$ cat src/rtl/dcp_pkg.sv
// Package dcp_pkg
// Shared constants and types for the intra DC reconstruction unit.
// Assumes 12-bit sign-magnitude DC words and six blocks per macroblock.
package dcp_pkg;
    localparam int WORD_W     = 12;
    localparam int MAG_W      = 11;
    localparam int N_BLK      = 6;
    localparam int DEFAULT_DC = 1024;
    localparam logic [2:0] LAST_BLK = 3'd5;

    typedef enum logic [1:0] {
        S_IDLE,
        S_PICK,
        S_DIV,
        S_OUT
    } dcp_state_e;
endpackage

$ cat src/rtl/dcp_grad_pick.sv
// Module dcp_grad_pick
// Chooses the DC predictor from three neighbours by a gradient test:
// the above value wins only when its gradient against the above-left
// value is strictly larger than the left value's. Purely combinational.
// Assumes the inputs are signed values of W bits.
module dcp_grad_pick #(
    parameter int W = 20
) (
    input  logic signed [W-1:0] nb_left,
    input  logic signed [W-1:0] nb_diag,
    input  logic signed [W-1:0] nb_up,
    output logic signed [W-1:0] pred
);
    logic signed [W:0] d_up;
    logic signed [W:0] d_left;
    logic        [W:0] g_up;
    logic        [W:0] g_left;

    // Gradient magnitudes and the strict comparison
    always_comb begin
        d_up   = (W+1)'(nb_up)   - (W+1)'(nb_diag);
        d_left = (W+1)'(nb_left) - (W+1)'(nb_diag);
        g_up   = d_up[W]   ? (W+1)'(-d_up)   : d_up;
        g_left = d_left[W] ? (W+1)'(-d_left) : d_left;
        pred   = (g_up > g_left) ? nb_up : nb_left;
    end
endmodule

$ cat src/rtl/dcp_seq_div.sv
// Module dcp_seq_div
// Restoring unsigned divider, one quotient bit per cycle. A go pulse
// loads the operands, and done pulses NUM_W+1 cycles later with the
// quotient on quot. Assumes den is non-zero and go is not pulsed while
// a division is running.
module dcp_seq_div #(
    parameter int NUM_W = 21,
    parameter int DEN_W = 6
) (
    input  logic             clk,
    input  logic             rst_n,
    input  logic             go,
    input  logic [NUM_W-1:0] num,
    input  logic [DEN_W-1:0] den,
    output logic             done,
    output logic [NUM_W-1:0] quot
);
    localparam int CNT_W = $clog2(NUM_W + 1);

    logic [NUM_W-1:0] work;
    logic [DEN_W-1:0] rem;
    logic [DEN_W-1:0] den_q;
    logic [CNT_W-1:0] steps;
    logic             run;
    logic [DEN_W:0]   trial;
    logic             fits;

    assign trial = {rem, work[NUM_W-1]};
    assign fits  = (trial >= {1'b0, den_q});
    assign quot  = work;

    // Load operands, then shift one quotient bit in per cycle
    always_ff @(posedge clk) begin
        if (!rst_n) begin
            work  <= '0;
            rem   <= '0;
            den_q <= '0;
            steps <= '0;
            run   <= 1'b0;
            done  <= 1'b0;
        end else begin
            done <= 1'b0;
            if (go) begin
                work  <= num;
                rem   <= '0;
                den_q <= den;
                steps <= CNT_W'(NUM_W);
                run   <= 1'b1;
            end else if (run) begin
                work  <= {work[NUM_W-2:0], fits};
                rem   <= fits ? DEN_W'(trial - {1'b0, den_q}) : DEN_W'(trial);
                steps <= steps - 1'b1;
                if (steps == CNT_W'(1)) begin
                    run  <= 1'b0;
                    done <= 1'b1;
                end
            end
        end
    end

    // The remainder never reaches the divisor once the quotient is out
    assert_rem_below_div_R4: assert property (@(posedge clk) disable iff (!rst_n)
        done |-> (rem < den_q));

    // A new division is never launched over a running one
    assert_no_overlap_R4: assert property (@(posedge clk) disable iff (!rst_n)
        go |-> !run);
endmodule

$ cat src/rtl/dcp_nbr_store.sv
// Module dcp_nbr_store
// Neighbour context for DC prediction. It holds the left macroblock's
// right and bottom values, one above-left copy and a row buffer with one
// slot per macroblock column. On commit, the slot for the current column
// moves into the above-left copy and is then overwritten with the current
// macroblock. Assumes raster order and col < COLS. All storage resets to
// the default DC value.
module dcp_nbr_store #(
    parameter int COLS  = 11,
    parameter int COL_W = 4,
    parameter int W     = 20
) (
    input  logic                clk,
    input  logic                rst_n,
    input  logic                commit,
    input  logic [COL_W-1:0]    col,
    input  logic signed [W-1:0] new_tr,
    input  logic signed [W-1:0] new_bl,
    input  logic signed [W-1:0] new_br,
    input  logic signed [W-1:0] new_cb,
    input  logic signed [W-1:0] new_cr,
    output logic signed [W-1:0] lf_tr,
    output logic signed [W-1:0] lf_br,
    output logic signed [W-1:0] lf_cb,
    output logic signed [W-1:0] lf_cr,
    output logic signed [W-1:0] up_bl,
    output logic signed [W-1:0] up_br,
    output logic signed [W-1:0] up_cb,
    output logic signed [W-1:0] up_cr,
    output logic signed [W-1:0] dg_br,
    output logic signed [W-1:0] dg_cb,
    output logic signed [W-1:0] dg_cr
);
    import dcp_pkg::*;

    localparam logic signed [W-1:0] DEF_V = W'(DEFAULT_DC);

    logic signed [W-1:0] row_bl [COLS];
    logic signed [W-1:0] row_br [COLS];
    logic signed [W-1:0] row_cb [COLS];
    logic signed [W-1:0] row_cr [COLS];

    assign up_bl = row_bl[col];
    assign up_br = row_br[col];
    assign up_cb = row_cb[col];
    assign up_cr = row_cr[col];

    for (genvar g = 0; g < COLS; g++) begin : g_slot
        // Row buffer slot g takes the current macroblock when its column commits
        always_ff @(posedge clk) begin
            if (!rst_n) begin
                row_bl[g] <= DEF_V;
                row_br[g] <= DEF_V;
                row_cb[g] <= DEF_V;
                row_cr[g] <= DEF_V;
            end else if (commit && (col == COL_W'(g))) begin
                row_bl[g] <= new_bl;
                row_br[g] <= new_br;
                row_cb[g] <= new_cb;
                row_cr[g] <= new_cr;
            end
        end
    end

    // Left context follows every committed macroblock
    always_ff @(posedge clk) begin
        if (!rst_n) begin
            lf_tr <= DEF_V;
            lf_br <= DEF_V;
            lf_cb <= DEF_V;
            lf_cr <= DEF_V;
        end else if (commit) begin
            lf_tr <= new_tr;
            lf_br <= new_br;
            lf_cb <= new_cb;
            lf_cr <= new_cr;
        end
    end

    // Above-left copy keeps the slot contents that are about to be replaced
    always_ff @(posedge clk) begin
        if (!rst_n) begin
            dg_br <= DEF_V;
            dg_cb <= DEF_V;
            dg_cr <= DEF_V;
        end else if (commit) begin
            dg_br <= row_br[col];
            dg_cb <= row_cb[col];
            dg_cr <= row_cr[col];
        end
    end

    // The column index addresses an existing row buffer slot
    assert_col_in_range_R11: assert property (@(posedge clk) disable iff (!rst_n)
        commit |-> (int'(col) < COLS));

    // The above-left copy changes only on a commit
    assert_diag_only_on_commit_R11: assert property (@(posedge clk) disable iff (!rst_n)
        !commit |=> $stable(dg_br) && $stable(dg_cb) && $stable(dg_cr));
endmodule

$ cat src/rtl/intra_dc_rebuild.sv
// Module intra_dc_rebuild
// Rebuilds intra DC coefficients from the decoder's prediction residuals.
// The block sequence for each macroblock is: pick the neighbours, choose
// the predictor, divide it by the scaler with rounding, add the residual,
// emit the word and keep the scaled value. Assumes macroblocks arrive in
// raster order, scalers are non-zero and inputs are held only for the
// start cycle.
module intra_dc_rebuild #(
    parameter int MAX_MB_COLS = 11,
    parameter int SCALE_W     = 6,
    parameter int ACC_W       = 20,
    localparam int COL_W      = (MAX_MB_COLS > 1) ? $clog2(MAX_MB_COLS) : 1
) (
    input  logic               clk,
    input  logic               rst_n,
    input  logic               start,
    input  logic [COL_W-1:0]   mb_col,
    input  logic               first_col,
    input  logic               first_row,
    input  logic [71:0]        resid_bus,
    input  logic [SCALE_W-1:0] luma_scale,
    input  logic [SCALE_W-1:0] chroma_scale,
    output logic               out_valid,
    input  logic               out_ready,
    output logic [11:0]        out_word,
    output logic [2:0]         out_blk,
    output logic               done
);
    import dcp_pkg::*;

    localparam int NUM_W = ACC_W + 1;
    localparam logic signed [ACC_W-1:0] DEF_V = ACC_W'(DEFAULT_DC);

    dcp_state_e                state;
    logic [2:0]                blk;
    logic [WORD_W*N_BLK-1:0]   res_q;
    logic [SCALE_W-1:0]        ls_q;
    logic [SCALE_W-1:0]        cs_q;
    logic [COL_W-1:0]          col_q;
    logic                      fc_q;
    logic                      fr_q;
    logic                      n_neg;
    logic signed [ACC_W-1:0]   cur [N_BLK];

    logic signed [ACC_W-1:0]   lf_tr, lf_br, lf_cb, lf_cr;
    logic signed [ACC_W-1:0]   up_bl, up_br, up_cb, up_cr;
    logic signed [ACC_W-1:0]   dg_br, dg_cb, dg_cr;
    logic signed [ACC_W-1:0]   nb_a, nb_b, nb_c, pred;
    logic [SCALE_W-1:0]        cur_s;
    logic signed [NUM_W-1:0]   n_sum;
    logic [NUM_W-1:0]          n_mag;
    logic                      div_go, div_done;
    logic [NUM_W-1:0]          quot;
    logic [WORD_W-1:0]         res_word;
    logic signed [ACC_W-1:0]   res_val, q_val, qdc, prod, s_ext;
    logic [WORD_W-1:0]         enc;
    logic                      commit;

    assign out_blk = blk;
    assign div_go  = (state == S_PICK);
    assign commit  = (state == S_OUT) && out_ready && (blk == LAST_BLK);

    // Neighbour selection per block, with 1024 outside the picture
    always_comb begin
        nb_a = DEF_V;
        nb_b = DEF_V;
        nb_c = DEF_V;
        case (blk)
            3'd0: begin
                if (!fc_q)          nb_a = lf_tr;
                if (!fr_q)          nb_c = up_bl;
                if (!fc_q && !fr_q) nb_b = dg_br;
            end
            3'd1: begin
                nb_a = cur[0];
                if (!fr_q) begin
                    nb_c = up_br;
                    nb_b = up_bl;
                end
            end
            3'd2: begin
                if (!fc_q) begin
                    nb_a = lf_br;
                    nb_b = lf_tr;
                end
                nb_c = cur[0];
            end
            3'd3: begin
                nb_a = cur[2];
                nb_c = cur[1];
                nb_b = cur[0];
            end
            3'd4: begin
                if (!fc_q)          nb_a = lf_cb;
                if (!fr_q)          nb_c = up_cb;
                if (!fc_q && !fr_q) nb_b = dg_cb;
            end
            default: begin
                if (!fc_q)          nb_a = lf_cr;
                if (!fr_q)          nb_c = up_cr;
                if (!fc_q && !fr_q) nb_b = dg_cr;
            end
        endcase
    end

    dcp_grad_pick #(.W(ACC_W)) u_pick (
        .nb_left (nb_a),
        .nb_diag (nb_b),
        .nb_up   (nb_c),
        .pred    (pred)
    );

    // Rounded dividend and its magnitude for the unsigned divider
    always_comb begin
        cur_s = (blk >= 3'd4) ? cs_q : ls_q;
        n_sum = NUM_W'(pred) + NUM_W'({1'b0, cur_s >> 1});
        n_mag = n_sum[NUM_W-1] ? NUM_W'(-n_sum) : NUM_W'(n_sum);
    end

    dcp_seq_div #(.NUM_W(NUM_W), .DEN_W(SCALE_W)) u_div (
        .clk   (clk),
        .rst_n (rst_n),
        .go    (div_go),
        .num   (n_mag),
        .den   (cur_s),
        .done  (div_done),
        .quot  (quot)
    );

    // Residual decode, correction, scaling and sign-magnitude encode
    always_comb begin
        res_word = res_q[blk*WORD_W +: WORD_W];
        res_val  = res_word[WORD_W-1] ? -ACC_W'(res_word[MAG_W-1:0])
                                      :  ACC_W'(res_word[MAG_W-1:0]);
        q_val    = n_neg ? -ACC_W'(quot) : ACC_W'(quot);
        qdc      = res_val + q_val;
        s_ext    = ACC_W'(cur_s);
        prod     = qdc * s_ext;
        enc      = qdc[ACC_W-1] ? {1'b1, MAG_W'(-qdc)} : {1'b0, MAG_W'(qdc)};
    end

    // Macroblock sequencer: capture, predict, divide, emit
    always_ff @(posedge clk) begin
        if (!rst_n) begin
            state     <= S_IDLE;
            blk       <= '0;
            res_q     <= '0;
            ls_q      <= SCALE_W'(1);
            cs_q      <= SCALE_W'(1);
            col_q     <= '0;
            fc_q      <= 1'b1;
            fr_q      <= 1'b1;
            n_neg     <= 1'b0;
            out_valid <= 1'b0;
            out_word  <= '0;
            done      <= 1'b0;
            for (int i = 0; i < N_BLK; i++) cur[i] <= DEF_V;
        end else begin
            done <= 1'b0;
            case (state)
                S_IDLE: if (start) begin
                    res_q <= resid_bus;
                    ls_q  <= luma_scale;
                    cs_q  <= chroma_scale;
                    col_q <= mb_col;
                    fc_q  <= first_col;
                    fr_q  <= first_row;
                    blk   <= '0;
                    state <= S_PICK;
                end
                S_PICK: begin
                    n_neg <= n_sum[NUM_W-1];
                    state <= S_DIV;
                end
                S_DIV: if (div_done) begin
                    cur[blk]  <= prod;
                    out_word  <= enc;
                    out_valid <= 1'b1;
                    state     <= S_OUT;
                end
                default: if (out_ready) begin
                    out_valid <= 1'b0;
                    if (blk == LAST_BLK) begin
                        done  <= 1'b1;
                        blk   <= '0;
                        state <= S_IDLE;
                    end else begin
                        blk   <= blk + 1'b1;
                        state <= S_PICK;
                    end
                end
            endcase
        end
    end

    dcp_nbr_store #(.COLS(MAX_MB_COLS), .COL_W(COL_W), .W(ACC_W)) u_store (
        .clk    (clk),
        .rst_n  (rst_n),
        .commit (commit),
        .col    (col_q),
        .new_tr (cur[1]),
        .new_bl (cur[2]),
        .new_br (cur[3]),
        .new_cb (cur[4]),
        .new_cr (cur[5]),
        .lf_tr  (lf_tr),
        .lf_br  (lf_br),
        .lf_cb  (lf_cb),
        .lf_cr  (lf_cr),
        .up_bl  (up_bl),
        .up_br  (up_br),
        .up_cb  (up_cb),
        .up_cr  (up_cr),
        .dg_br  (dg_br),
        .dg_cb  (dg_cb),
        .dg_cr  (dg_cr)
    );

    // A stalled word and its index stay put until accepted
    assert_hold_word_R8: assert property (@(posedge clk) disable iff (!rst_n)
        out_valid && !out_ready |=> out_valid && $stable(out_word) && $stable(out_blk));

    // Each accepted word is a single beat
    assert_single_beat_R8: assert property (@(posedge clk) disable iff (!rst_n)
        out_valid && out_ready |=> !out_valid);

    // done follows the acceptance of the Cr word and nothing else
    assert_done_after_cr_R9: assert property (@(posedge clk) disable iff (!rst_n)
        done |-> $past(out_valid && out_ready && (out_blk == LAST_BLK)));

    // A launch always carries usable scalers
    assert_scale_nonzero_R4: assert property (@(posedge clk) disable iff (!rst_n)
        start && (state == S_IDLE) |-> (luma_scale != '0) && (chroma_scale != '0));

    // A start during processing leaves the captured inputs untouched
    assert_ignore_start_R10: assert property (@(posedge clk) disable iff (!rst_n)
        (state != S_IDLE) |=> $stable(res_q) && $stable(ls_q) && $stable(cs_q) && $stable(col_q));
endmodule

$ cat config.mk
export PLATFORM = sky130hd
export DESIGN_NAME = intra_dc_rebuild
export DESIGN_NICKNAME = d
export VERILOG_FILES = /design/src/rtl/dcp_pkg.sv /design/src/rtl/dcp_grad_pick.sv /design/src/rtl/dcp_seq_div.sv /design/src/rtl/dcp_nbr_store.sv /design/src/rtl/intra_dc_rebuild.sv
export SDC_FILE = /design/constraint.sdc
export NUM_CORES = 2
export LEC_CHECK = 0
export BUFFER_PORTS_ARGS = -buffer_cell sky130_fd_sc_hd__buf_2
export CAP_MARGIN = 20
export CORE_MARGIN = 3
export CORE_UTILIZATION = 50
export CTS_BUF_LIST = sky130_fd_sc_hd__clkbuf_4 sky130_fd_sc_hd__clkbuf_8
export CTS_CLUSTER_SIZE = 14
export DETAILED_ROUTE_END_ITERATION = 10
export GPL_ROUTABILITY_DRIVEN = 0
export HOLD_SLACK_MARGIN = 0.02
export PLACE_DENSITY_LB_ADDON = 0.12
export SLEW_MARGIN = 20
export SYNTH_ARGS = -nofsm -noshare
export SYNTH_HDL_FRONTEND = slang
export SYNTH_SLANG_ARGS = --single-unit
$ cat constraint.sdc
create_clock -name clk -period 12.4 [get_ports clk]
set_input_delay 1.86 -clock clk [delete_from_list [all_inputs] [get_ports clk]]
set_output_delay 1.86 -clock clk [all_outputs]
set_load 0.1 [all_outputs]
-- Yosys cells after proc, flatten, opt, wreduce, memory -nomap -nowiden
Memory sizes are Yosys's and may differ from the RTL's. A register that Yosys moved wholly into a read port is not among the register bits.
Cells that the tools add are included.
- input bits: 94
- flip-flop bits (word level): 290
- word-level logic and storage cells: 291
- memories: 5
- memory bits (writable): 1000
- output and inout bits: 17
- memory list (memory ; depth ; width ; rd ports ; clocked after Yosys merged registers in ; write ports ; RTL line ; RTL):
    u_store.row_bl ; 11 ; 20 ; 1 ; 1 ; 11 ; dcp_nbr_store.sv:38 ; logic signed [W-1:0] row_bl [COLS];
    u_store.row_br ; 11 ; 20 ; 1 ; 1 ; 11 ; dcp_nbr_store.sv:39 ; logic signed [W-1:0] row_br [COLS];
    u_store.row_cb ; 11 ; 20 ; 1 ; 1 ; 11 ; dcp_nbr_store.sv:40 ; logic signed [W-1:0] row_cb [COLS];
    u_store.row_cr ; 11 ; 20 ; 1 ; 1 ; 11 ; dcp_nbr_store.sv:41 ; logic signed [W-1:0] row_cr [COLS];
    cur ; 6 ; 20 ; 6 ; 0 ; 6 ; intra_dc_rebuild.sv:43 ; logic signed [ACC_W-1:0] cur [N_BLK];
- shift operators: 1
- equality and inequality tests: 21
- multiplexer cells: 137
- add/subtract/negate cells: 13
- reduce and logical (&&, ||, !) cells: 34
- bitwise gates (word level): 49
- multipliers: 2
- $lt $le $gt $ge: 3
- operators with widths (operator ; number):
    two-way mux 20 bit ; 59
    one-hot mux 20 bit (5 select lines) ; 3
    two-way mux 21 bit ; 5
    indexed part select 72 x 8 -> 12 bit ; 1
    negation 21 bit ; 3
    two-way mux 1 bit ; 47
    OR 1 bit ; 44
    subtractor 20 x 20 -> 21 bit ; 2
    two-way mux 4 bit ; 8
    adder 20 x 6 -> 21 bit ; 1
    > comparator 21 bit ; 1
    adder 20 bit ; 1
    multiplier 20 x 7 -> 20 bit ; 1
    negation 11 -> 20 bit ; 1
    negation 20 bit ; 1
    OR reduction 20 bit ; 1
    equality test 4 x 3 -> 1 bit (second input constant) ; 4
    logical AND 1 bit ; 14
    equality test 4 bit (second input constant) ; 3
    two-way mux 12 bit ; 1
    two-way mux 3 bit ; 4
    two-way mux 6 bit ; 2
    negation 11 bit ; 1
    two-way mux 5 bit ; 2
    32 further kinds ; 50

-- Longest topological paths before layout
- depth in word-level cells: 13
- depth in mapped cells: 57
- gate-level depth less buffers: 44

-- By module
Synthesis repeated with hierarchy kept, for this count alone.
- cell total of the unflattened synthesis: 5913
- area, all modules: 68794.7 sq um
- by module, submodules not included (module ; cells each ; seq. area each (sq um) ; times used ; area an instance (sq um)):
    dcp_nbr_store ; 3044 ; 29228.0 ; 1 ; 45368.5
    intra_dc_rebuild ; 2098 ; 5805.6 ; 1 ; 17396.7
    dcp_grad_pick ; 532 ; 0.0 ; 1 ; 3940.0
    dcp_seq_div ; 239 ; 800.8 ; 1 ; 2089.5

-- Least setup slack after synthesis
OpenSTA, ideal clock, no wires.
- path kind: flip-flop to flip-flop
- from: register blk[0], in the netlist out_blk[0]
- to: register u_div.work[16], in the netlist u_div.quot[16]
- period minus slack after synthesis: 12514 ps
- slack: -114 ps
- data arrival time: 12411 ps
- buffers on the path: 15
- setup time: 103 ps
- stages on the path, launching flop included: 55
- required time: 12297 ps
- path through: dfxtp_1 > buf_2 > buf_2 > buf_2 > buf_4 > buf_2 > clkbuf_1 > nand2_1 > inv_1 > ha_1 > clkbuf_1 > clkbuf_1 > clkbuf_1 > clkbuf_1 > clkbuf_1 > buf_1 > buf_1 > a22oi_1 > [... 19 more ...] > o2bb2ai_1 > nor2_1 > clkbuf_1 > mux2i_1 > ha_1 > inv_1 > fa_1 > inv_1 > a21oi_1 > o21bai_1 > a21oi_1 > a21o_1 > a21o_1 > and2_1 > or4_4 > o31ai_2 > nor3_1 > a2111oi_2
- cells in the longest elaborated chain, start to end: 11
- elaborated cells on any way between the ends: 22
- classes of those cells: 6 x add/sub; 2 x order compare; 4 x eq/ne; 9 x mux; 1 x reduce/logical
- ends and longest elaborated chain (item ; RTL line ; RTL):
    start: declaration ; intra_dc_rebuild.sv:35 ; logic [2:0] blk;
    start signal: assignment ; intra_dc_rebuild.sv:188 ; blk <= blk + 1'b1;
    equality test 3 bit (tied with other cells) ; intra_dc_rebuild.sv:68 ; case (blk)
    one-hot mux 20 bit (5 select lines) ; intra_dc_rebuild.sv:68 ;
    subtractor 20 x 20 -> 21 bit (on tied branches) ; dcp_grad_pick.sv:21, dcp_grad_pick.sv:22 ;
    negation 21 bit (on tied branches) ; dcp_grad_pick.sv:23, dcp_grad_pick.sv:24 ;
    two-way mux 21 bit (on tied branches) ; dcp_grad_pick.sv:23, dcp_grad_pick.sv:24 ;
    > comparator 21 bit ; dcp_grad_pick.sv:25 ; pred = (g_up > g_left) ? nb_up : nb_left;
    two-way mux 20 bit ; dcp_grad_pick.sv:25 ;
    adder 20 x 6 -> 21 bit (*) ; intra_dc_rebuild.sv:116 ; n_sum = NUM_W'(pred) + NUM_W'({1'b0, cur_s >> 1});
    negation 21 bit ; intra_dc_rebuild.sv:117 ; n_mag = n_sum[NUM_W-1] ? NUM_W'(-n_sum) : NUM_W'(n_sum);
    two-way mux 21 bit (*) ; intra_dc_rebuild.sv:117 ;
    two-way mux 21 bit (*) ; dcp_seq_div.sv:43 ; if (go) begin
    end signal: assignment ; dcp_seq_div.sv:44 ; work <= num;
    end signal: assignment ; dcp_seq_div.sv:50 ; work <= {work[NUM_W-2:0], fits};
    end: declaration ; dcp_seq_div.sv:20 ; logic [NUM_W-1:0] work;
Mark *: on every way between the ends. The rest lies on a longest branch, timed or not.
A chain may end at the register's enable or synchronous reset.

==> reports/results.tsv <==
stage	metric	value	unit
synth	Synth Net Count	6230	
clock_network	PostCTS Resize Cnt	0	
setup_path	type of the worst setup path	reg2reg	
grt	antenna violations before repair	22	
timing	hold_ws	452	ps
layout	final layout net count	6237	
synth	synth warn	0	
floorplanning	die area	139000	um2
clock_network	CTS Hold Bufs	0	
route	First-pass DRT Iterations	7	
synth	Synth async-reset ratio	0	%
power	peak supply drop	0.000574	V
layout	share of cells above drive strength 1	15.3	%
grt	largest net degree at the start of global routing	108	
timing	Hold Fails Final Rpt	0	
setup_path	Most common cell on crit path	a21oi_1	
synth	Synth Flop Type	edfxtp_1	
synth	Compound-Gate Fraction of Synth Area	9.56	%
synth	Synth Register Bits	1294	
route	Routed Antenna Nets	0	
clock_network	CTS HTree Levels	4	
synth	synth unique cells	101	
synth	largest family of logic cells by synthesized area	simple AND/OR/NAND/NOR gates	
timing	final setup vio count	0	
floorplanning	Die Span Y	373	um
synth	Post-synth EDFFs	1000	
power	PD cells	270	nW/um2
route	wire per inst	27.7	um
synth	Synth Area in Adders	4.49	%
route	# DRC	0	
placed_design	hpwl dp	136000	um
route	Vias	48440	
placed_design	Port-buffer cells	110	
run_status	run status	completed	
floorplanning	Die X	373	um
clock_network	CTS tree	yes	
synth	Syn Std Cell Area	67300	um2
grt	vias in the first global route	47447	
setup_path	Critical Path RT	13180	ps
synth	Cells after Synth	5933	
clock_network	Root Buffer Master	clkbuf_8	
timing	post-route setup TNS	0	ps
clock_network	CTS clk-pin slew, worst paths	60	ps
setup_path	crit path max-delay cell type	dfxtp_4	
timing	fmax	88.3	MHz
clock_network	postcts setup bufs	0	
power	P_leak	27.3	nW
layout	post-layout util	55.5	%
floorplanning	Core Rows	134	
setup_path	r2r setup slk	1080	ps
setup_path	CP Capture Type	flop	
setup_path	CP Launch Type	flop	
setup_path	crit-path max FO	31	
grt	gr ovfl total	0	
synth	mean post-synth cell area	11.3	um2
timing	RSZ-0062 raised after global routing	no	
timing	Tmin final	11320	ps
floorplanning	Ports	111	
timing	Slew headroom	23.6	%
floorplanning	Initial Util	50.4	%
timing	Final Slew Violations	0	
grt	first-pass GRT wire length	320000	um
setup_path	Critical Path Max Stage Delay	770	ps
layout	P&R area growth vs syn	10.1	%
synth	XOR/XNOR Fraction of Synth Area	2.51	%
grt	total track usage	31.0	%
timing	Setup Skew	87.9	ps
synth	Synth Area in Simple Gates	17.1	%
route	Iteration-0 DRC Markers	6205	
synth	register area share after synthesis	53.4	%
hold_path	HP Class	reg2reg	
clock_network	Clock Latency Late Sink	1000	ps
timing	Tcrit/Tclk final	91.3	%
clock_network	Longest Clk Path Bufs	3	
timing	worst-margin pin slew	1150	ps
clock_network	TritonCTS Buffers	214	
setup_path	Arrival @ worst endpoint	12100	ps
synth	multiplexer share of the synthesized area	9.16	%
clock_network	clk sinks	1294	
route	drt via density	6.14	
route	total wire length	218000	um
run	Max Cap Viol	0	
floorplanning	Core Region	134000	um2
cell usage after synthesis, types with 11 or more instances:
cell type / number / area [um2]
and3_1: 22 / 138
o21bai_1: 12 / 90.1
nor4_1: 12 / 75.1
a31oi_1: 31 / 194
a222oi_1: 24 / 240
nor2_1: 354 / 1330
xor2_1: 71 / 622
inv_1: 142 / 533
o221ai_1: 11 / 96.3
o211a_1: 13 / 130
nand2b_1: 24 / 150
a221oi_1: 13 / 114
edfxtp_1: 1000 / 30000
mux2i_1: 201 / 2010
and2_1: 851 / 5320
ha_1: 140 / 1750
mux2_2: 52 / 586
a22oi_1: 78 / 586
nand2_1: 655 / 2460
buf_2: 46 / 230
nor3_1: 76 / 380
or3_1: 72 / 450
a21oi_1: 343 / 1720
xnor2_1: 119 / 1040
dfxtp_1: 294 / 5890
buf_6: 15 / 169
o31ai_1: 20 / 150
fa_1: 63 / 1260
a211oi_1: 59 / 443
nor2b_1: 33 / 206
buf_1: 30 / 113
a21o_1: 42 / 315
or2_2: 14 / 87.6
a22o_1: 15 / 131
buf_4: 23 / 173
o21ai_0: 135 / 676
clkbuf_1: 337 / 1260
nand4_1: 19 / 119
nand3_1: 74 / 370
mux4_2: 158 / 3560
o211ai_1: 80 / 601
through the flow:
stage               power, W  worst slack [ps]  area, um2  std cells
global route          0.0211               306      74100       7893
CTS                   0.0198              1280      74100       7891
global placement      0.0158              1350      69500       7492
detailed placement    0.0158              1340      69500       7492
floorplan             0.0128               223      67300       5933
finish                0.0200              1080      74100       7895
kinds of logic after synthesis:
group	after synthesis
xor gates and xnor gates	191
DFF	1294
adders and majority gates	204
and+or+nand+nor	2255
muxes	412
buffers and inverters	601
AOI/OAI and AO/OA	976
cell usage in the layout (no fill, tap or decap), types with 33 or more instances in the layout:
cell type	n
and2_1	851
nor2_1	341
edfxtp_1	1000
nor3_1	75
ha_1	139
a211oi_1	59
a21oi_1	343
dfxtp_1	287
buf_2	110
or3_1	72
a21o_1	42
clkbuf_8	246
buf_4	132
o211ai_1	80
a22oi_1	78
inv_1	141
nand3_1	71
nand2_1	650
fa_1	63
o21ai_0	122
xor2_1	71
nor2b_1	33
mux2i_1	200
clkbuf_4	100
mux4_2	158
mux2_2	52
xnor2_1	118
cell type report:
class / count / area [um2]
fill: 11387 / 59500
inverter: 146 / 556
antenna: 4 / 10.0
timing repair buffer: 246 / 1620
tap: 1768 / 2210
clock inverter: 53 / 459
clock buffer: 346 / 4140
sequential: 1294 / 35900
multi-input combinational: 4038 / 29200
registers in the layout, indices dropped and copies added (netlist names), 2 cells and up, named ones only:
| name | flops |
|---|---|
| u_store.row_cr | 220 |
| out_word | 12 |
| cur | 120 |
| u_store.dg_cb | 20 |
| out_blk | 3 |
| u_store.lf_cr | 20 |
| u_store.lf_cb | 20 |
| u_store.dg_cr | 20 |
| u_div.quot | 21 |
| col_q | 4 |
| u_store.row_cb | 220 |
| u_store.row_bl | 220 |
| u_store.row_br | 220 |
| u_div.den_q | 6 |
| u_store.lf_br | 20 |
| u_div.steps | 5 |
| cs_q | 6 |
| u_store.dg_br | 20 |
| res_q | 72 |
| u_store.lf_tr | 20 |
| state | 2 |
| u_div.rem | 6 |
| ls_q | 6 |
layer usage:
metal  track usage [%]  wire, um  vias up
met5                 0        23        -
met4              12.7      9020        4
met3              6.02     21000      533
met2              48.0     98600     2491
met1              43.1     89600    24101
li1                  -         -    21311
where the power goes:
part	total, W	leakage (nW)	switching (W)	internal [W]
Combinational	0.0109	12.3	0.00691	0.00401
Sequential	0.00508	12.5	0.000202	0.00487
Clock	0.00399	2.45	0.00182	0.00217
worst max-delay path: cells and delay by family (launching register included):
kind                       cells  cell delay [ps]
adders and majority gates      4             1390
buffers and inverters          5             1150
DFF                            1              770
muxes                          4             1270
AOI/OAI and AO/OA             19             4050
xor gates and xnor gates       2              340
and+or+nand+nor                7             1990
worst paths after layout:
path | from | end | depth (start not counted)
worst max-delay path | flop | u_div.quot[17]$_SDFFE_PN0P_ | 41
worst min-delay path | res_q[8]$_SDFFE_PN0P_ | res_q[8]$_SDFFE_PN0P_ | 2
worst max register to register | flop | u_div.quot[17]$_SDFFE_PN0P_ | 41
worst min register to register | res_q[8]$_SDFFE_PN0P_ | res_q[8]$_SDFFE_PN0P_ | 2
Power figures use the tool's default switching activity.
